`src/rtl/lpt_pkg.sv`:
```
package lpt_pkg;
  localparam logic [3:0] OFS_CTRL = 4'h0;
  localparam logic [3:0] OFS_CLK  = 4'h4;
  localparam logic [3:0] OFS_CMP  = 4'h8;
  localparam logic [3:0] OFS_SNAP = 4'hC;

  localparam int BIT_RUN   = 0;
  localparam int BIT_FREE  = 1;
  localparam int BIT_IRQEN = 2;
  localparam int BIT_FLAG  = 7;

  typedef struct packed {
    logic tick;
    logic hold;
    logic capture;
    logic freeRun;
  } lptStrobes_t;
endpackage

```
`src/rtl/lpt_ticker.sv`:
```
module lpt_ticker #(
  parameter int SRC_N = 4,
  parameter int PS_W  = 4,
  localparam int SEL_W = $clog2(SRC_N),
  localparam int PC_W  = 1 << PS_W
) (
  input  logic             clk,
  input  logic             rstN,
  input  logic [SRC_N-1:0] srcEn,
  input  logic [SEL_W-1:0] srcSel,
  input  logic             bypass,
  input  logic [PS_W-1:0]  prescale,
  input  logic             run,
  output logic             tick
);
  logic [SRC_N-1:0] selHot;
  logic             srcTick;
  logic [PC_W-1:0]  prescCnt;
  logic [PC_W:0]    limitWide;
  logic [PC_W-1:0]  limit;
  logic             prescHit;

  for (genvar gi = 0; gi < SRC_N; gi++) begin : gSel
    assign selHot[gi] = srcEn[gi] && (srcSel == SEL_W'(gi));
  end

  assign srcTick   = |selHot;
  assign limitWide = ((PC_W+1)'(1) << (32'(prescale) + 32'd1)) - (PC_W+1)'(1);
  assign limit     = limitWide[PC_W-1:0];
  assign prescHit  = (prescCnt == limit);

  always_ff @(posedge clk) begin
    if (!rstN || !run || bypass) prescCnt <= '0;
    else if (srcTick) prescCnt <= prescHit ? '0 : prescCnt + PC_W'(1);
  end

  assign tick = run && srcTick && (bypass || prescHit);
endmodule

```
`src/rtl/lpt_ctrl.sv`:
```
module lpt_ctrl
  import lpt_pkg::*;
#(
  parameter int CNT_W = 32,
  parameter int SRC_N = 4,
  parameter int PS_W  = 4,
  localparam int SEL_W = $clog2(SRC_N)
) (
  input  logic             clk,
  input  logic             rstN,
  input  logic             busSel,
  input  logic             busWrite,
  input  logic [3:0]       busAddr,
  input  logic [CNT_W-1:0] busWdata,
  output logic [CNT_W-1:0] busRdata,
  input  logic             tick,
  input  logic             matchEv,
  input  logic [CNT_W-1:0] snapshot,
  output lptStrobes_t      strobes,
  output logic             run,
  output logic             freeRun,
  output logic             flag,
  output logic [SEL_W-1:0] srcSel,
  output logic             bypass,
  output logic [PS_W-1:0]  prescale,
  output logic [CNT_W-1:0] compare,
  output logic             irq
);
  logic irqEn;
  logic wrCtrl, wrClk, wrCmp, wrSnap;

  assign wrCtrl = busSel && busWrite && (busAddr == OFS_CTRL);
  assign wrClk  = busSel && busWrite && (busAddr == OFS_CLK);
  assign wrCmp  = busSel && busWrite && (busAddr == OFS_CMP);
  assign wrSnap = busSel && busWrite && (busAddr == OFS_SNAP);

  always_ff @(posedge clk) begin
    if (!rstN) begin
      run     <= 1'b0;
      freeRun <= 1'b0;
      irqEn   <= 1'b0;
    end else if (wrCtrl) begin
      run     <= busWdata[BIT_RUN];
      freeRun <= busWdata[BIT_FREE];
      irqEn   <= busWdata[BIT_IRQEN];
    end
  end

  always_ff @(posedge clk) begin
    if (!rstN) begin
      srcSel   <= '0;
      bypass   <= 1'b0;
      prescale <= '0;
    end else if (wrClk) begin
      srcSel   <= busWdata[SEL_W-1:0];
      bypass   <= busWdata[2];
      prescale <= busWdata[3 +: PS_W];
    end
  end

  always_ff @(posedge clk) begin
    if (!rstN) compare <= '0;
    else if (wrCmp) compare <= busWdata;
  end

  always_ff @(posedge clk) begin
    if (!rstN || !run) flag <= 1'b0;
    else if (matchEv) flag <= 1'b1;
    else if (wrCtrl && busWdata[BIT_FLAG]) flag <= 1'b0;
  end

  assign irq = flag && irqEn;

  always_comb begin
    strobes.tick    = tick;
    strobes.hold    = !run;
    strobes.capture = wrSnap;
    strobes.freeRun = freeRun;
  end

  always_comb begin
    busRdata = '0;
    unique case (busAddr)
      OFS_CTRL: begin
        busRdata[BIT_RUN]   = run;
        busRdata[BIT_FREE]  = freeRun;
        busRdata[BIT_IRQEN] = irqEn;
        busRdata[BIT_FLAG]  = flag;
      end
      OFS_CLK: begin
        busRdata[SEL_W-1:0]  = srcSel;
        busRdata[2]          = bypass;
        busRdata[3 +: PS_W]  = prescale;
      end
      OFS_CMP:  busRdata = compare;
      OFS_SNAP: busRdata = snapshot;
      default:  busRdata = '0;
    endcase
  end
endmodule

```
`src/rtl/lpt_datapath.sv`:
```
module lpt_datapath
  import lpt_pkg::*;
#(
  parameter int CNT_W = 32
) (
  input  logic             clk,
  input  logic             rstN,
  input  lptStrobes_t      strobes,
  input  logic [CNT_W-1:0] compare,
  output logic [CNT_W-1:0] count,
  output logic [CNT_W-1:0] snapshot,
  output logic             matchEv
);
  logic atCompare;

  assign atCompare = (count == compare);
  assign matchEv   = strobes.tick && !strobes.hold && atCompare;

  always_ff @(posedge clk) begin
    if (!rstN || strobes.hold) count <= '0;
    else if (strobes.tick) begin
      if (atCompare && !strobes.freeRun) count <= '0;
      else count <= count + CNT_W'(1);
    end
  end

  always_ff @(posedge clk) begin
    if (!rstN) snapshot <= '0;
    else if (strobes.capture) snapshot <= count;
  end
endmodule

```
`src/rtl/lp_interval_timer.sv`:
```
module lp_interval_timer
  import lpt_pkg::*;
#(
  parameter int CNT_W = 32,
  parameter int SRC_N = 4,
  parameter int PS_W  = 4,
  localparam int SEL_W = $clog2(SRC_N)
) (
  input  logic             clk,
  input  logic             rstN,
  input  logic             busSel,
  input  logic             busWrite,
  input  logic [3:0]       busAddr,
  input  logic [CNT_W-1:0] busWdata,
  output logic [CNT_W-1:0] busRdata,
  input  logic [SRC_N-1:0] tickEn,
  output logic             irq
);
  lptStrobes_t      strobes;
  logic             run, freeRun, flag, bypass, tick, matchEv;
  logic [SEL_W-1:0] srcSel;
  logic [PS_W-1:0]  prescale;
  logic [CNT_W-1:0] compare, count, snapshot;

  lpt_ctrl #(.CNT_W(CNT_W), .SRC_N(SRC_N), .PS_W(PS_W)) u_ctrl (
    .clk(clk), .rstN(rstN), .busSel(busSel), .busWrite(busWrite),
    .busAddr(busAddr), .busWdata(busWdata), .busRdata(busRdata),
    .tick(tick), .matchEv(matchEv), .snapshot(snapshot), .strobes(strobes),
    .run(run), .freeRun(freeRun), .flag(flag), .srcSel(srcSel),
    .bypass(bypass), .prescale(prescale), .compare(compare), .irq(irq)
  );

  lpt_ticker #(.SRC_N(SRC_N), .PS_W(PS_W)) u_ticker (
    .clk(clk), .rstN(rstN), .srcEn(tickEn), .srcSel(srcSel),
    .bypass(bypass), .prescale(prescale), .run(run), .tick(tick)
  );

  lpt_datapath #(.CNT_W(CNT_W)) u_dp (
    .clk(clk), .rstN(rstN), .strobes(strobes), .compare(compare),
    .count(count), .snapshot(snapshot), .matchEv(matchEv)
  );
endmodule

```
`config.mk`:
```
export PLATFORM = sky130hd
export DESIGN_NAME = lp_interval_timer
export DESIGN_NICKNAME = d
export VERILOG_FILES = /design/src/rtl/lpt_pkg.sv /design/src/rtl/lpt_ticker.sv /design/src/rtl/lpt_ctrl.sv /design/src/rtl/lpt_datapath.sv /design/src/rtl/lp_interval_timer.sv
export SDC_FILE = /design/constraint.sdc
export NUM_CORES = 1
export LEC_CHECK = 0
export BUFFER_PORTS_ARGS = -buffer_cell sky130_fd_sc_hd__buf_4
export CAP_MARGIN = 10
export CORE_ASPECT_RATIO = 0.8
export CORE_UTILIZATION = 51
export DETAILED_ROUTE_END_ITERATION = 16
export PLACE_DENSITY = 0.71
export SLEW_MARGIN = 5
export SYNTH_ARGS = -nofsm -noshare
export SYNTH_HDL_FRONTEND = slang
export SYNTH_SLANG_ARGS = --single-unit
```
`constraint.sdc`:
```
create_clock -name clk -period 6.82 [get_ports clk]
set_input_delay 1.364 -clock clk [delete_from_list [all_inputs] [get_ports clk]]
set_output_delay 1.364 -clock clk [all_outputs]
set_load 0.01 [all_outputs]
```
==> flow_metrics.tcl <==
set metrics [dict create \
    status "finished, final reports clean" \
    fin_crit_ps 4560 \
    grt_antenna_before_repair 0 \
    synthToLayoutAreaGrowth_pct 18.2 \
    wl_um 18000 \
    dpl.hpwl_um 12200 \
    power_density_mw_per_mm2 225 \
    max_freq_mhz 219 \
    antennaDiodeCount 0 \
    grt_pass1_wl_um 29300 \
    critPathMaxFanout 26 \
    hold_class "flip-flop to flip-flop" \
    setup_viol 0 \
    synth_edf_count 0 \
    final_cell_area_mm2 0.00782 \
    synthCells 794 \
    skew_ps 5.76 \
    synth_cell_types 57 \
    cts_resized 0 \
    grt_max_degree 78 \
    num_rows 36 \
    p_leak_nw 2.70 \
    die_x_um 129 \
    cts-root-buf "clkbuf_16" \
    vias_per_cell 6.02 \
    ys_seq_elements 123 \
    syn-num-nets 841 \
    cts_sinks 123 \
    seq_area_frac_synth_pct 37.2 \
    crit_required_ps 5460 \
    slew_headroom_pct 17.9 \
    hold_viol_final 0 \
    grt_pass1_vias 5761 \
    placed_cells 986 \
    core_area_mm2 0.0124 \
    ios 77 \
    drtIter0Drc 475 \
    start_util_pct 53.2 \
    die-height_um 104 \
    synth_area_per_cell_um2 8.33 \
    min_period_over_period_pct 66.9 \
    ctsHoldBuffers 0 \
    cp_data_arrival_time_ps 3200 \
    track_usage_pct 27.9 \
    cts_tree "done" \
    num-nets-final 881 \
    slew_violations 0 \
    ir_worst_vdd_v 0.000183 \
    max_cap_violations 0 \
    tns_ps 0 \
    worst_slew_pin_slew_ps 1230 \
    clk_latency_ps 420 \
    netlist_area_mm2 0.00662 \
    synth_async_sr_flop_share_pct 0 \
    drive_gt1_share_pct 15.2 \
    endpoint_kind "output port" \
    path_class "primary input to output port" \
    htree_levels 4 \
    design_power_total_mw 1.76 \
    via_count 6125 \
    gp_congestion 0.879 \
    cp-start-kind "primary input" \
    ys_warn_count 0 \
    placed_area_mm2 0.00718 \
    dr.pass1.iters 5 \
    overflow 0 \
    die_area_mm2 0.0134 \
    cts_buffer_depth 2 \
    rsz0062_at_grt "false" \
    cts-buffers-inserted 17 \
    drc 0 \
    wl_per_cell_um 17.7 \
    ant_nets 0 \
    portBuffers 76 \
    postCtsSetupBuffers 0 \
    clkTransAtPathRegs_ps 50 \
    layout.cells.non_filler 1018 \
    num-fill-cells 1118 \
    synth_flop_cell "dfxtp_1" \
]
## synthesized netlist by cell type, drive strengths merged (3+ instances only)
master / n / area (µm²)
a211oi: 4 / 30.0
a21boi: 65 / 488
a21oi: 38 / 190
a22o: 24 / 210
a22oi: 5 / 37.5
and2: 9 / 56.3
and3: 15 / 93.8
and4: 8 / 70.1
buf: 13 / 101
clkbuf: 48 / 180
dfxtp: 123 / 2460
ha: 3 / 37.5
inv: 10 / 37.5
mux2: 5 / 56.3
mux2i: 12 / 120
mux4: 4 / 90.1
nand2: 152 / 571
nand3: 20 / 100
nand4: 22 / 138
nor2: 19 / 71.3
nor2b: 16 / 100
nor3: 16 / 80.1
nor4: 4 / 40.0
o211a: 4 / 40.0
o211ai: 3 / 22.5
o21ai: 14 / 70.1
o31ai: 30 / 225
or3: 3 / 18.8
or4: 29 / 218
xnor2: 37 / 324
xor2: 14 / 123
## sequential cells by signal (all words and copies together) (netlist names)
register           cells
u_ctrl.bypass          1
u_ctrl.compare        32
u_ctrl.flag            1
u_ctrl.freeRun         1
u_ctrl.irqEn           1
u_ctrl.prescale        4
u_ctrl.run             1
u_ctrl.srcSel          2
u_dp.count            32
u_dp.snapshot         32
u_ticker.prescCnt     16
## metal layers
metal / share of wire [%] / vias to the layer above / global-route usage (%)
li1: - / 2943 / -
met1: 48 / 2954 / 39.6
met2: 44 / 207 / 42.0
met3: 6.7 / 21 / 6.48
met4: 0.97 / 0 / 8.24
met5: 0 / - / 0
## final timing paths
path                 startpoint                to  slack (ps)  depth (start not counted)
max                  busAddr[1]      busRdata[30]        2260                          6
min            u_dp.snapshot[7]  u_dp.snapshot[7]         470                          2
max reg2reg  u_ctrl.prescale[2]    u_dp.count[18]        2420                         12
min reg2reg    u_dp.snapshot[7]  u_dp.snapshot[7]         470                          2
## power by group
| part | leakage (nW) | total [mW] | internal, mW | switching (mW) |
|---|---|---|---|---|
| combinational | 1.40 | 0.0598 | 0.0301 | 0.0297 |
| clock | 0.307 | 0.977 | 0.647 | 0.329 |
| sequential | 0.991 | 0.724 | 0.721 | 0.00312 |
## logic make-up after synthesis
kind of cell	Yosys count	share of synthesized area [%]
other	1	0.0567
adder cells (fa/ha/maj)	3	0.567
flip-flops	123	37.2
XOR/XNOR	51	6.75
multiplexers	21	4.03
buffers and inverters	71	4.82
AND/OR/NAND/NOR	324	24.9
AO/OA/AOI/OAI	200	21.6
## cell type report
| cell class | instances | area, µm² | area share (%) |
|---|---|---|---|
| flip-flops and latches | 123 | 2460 | 31.5 |
| well taps | 171 | 214 | 2.73 |
| repair buffers | 82 | 616 | 7.87 |
| inverters | 10 | 37.5 | 0.480 |
| multi-input cells | 600 | 3850 | 49.2 |
| clock inverters | 11 | 165 | 2.11 |
| clock buffers | 21 | 480 | 6.14 |
## stage by stage
stage	setup WS (ps)	hold WS (ps)	utilization, %
finish	2260	468	62.9
global route	2100	491	62.9
CTS	2270	470	62.9
detailed placement	2280	462	57.7
global placement	2410	457	57.7
floorplan	2950	440	-
## cells in the final DEF, fill, tap and decap left out, drive strengths merged, types with 5 or more instances in the layout
cell type	synthesis	routed
or4	29	29
xnor2	37	37
nor3	16	16
a22oi	5	5
mux2i	12	12
dfxtp	123	123
o21ai	14	14
buf	13	82
nand4	22	22
and3	15	15
a21oi	38	38
nor2	19	19
a22o	24	24
xor2	14	14
nand3	20	20
nor2b	16	16
nand2	152	152
a21boi	65	65
inv	10	10
and2	9	9
and4	8	8
o31ai	30	30
mux2	5	5
clkbuf	48	21
## worst max-delay path, stage by stage
cell     delay [ps]
buf_4           110
nor2_1          330
nand2_1         120
nor2_2          840
a22o_1          280
buf_4           130
Note: power is estimated with default switching activity, not from simulation.
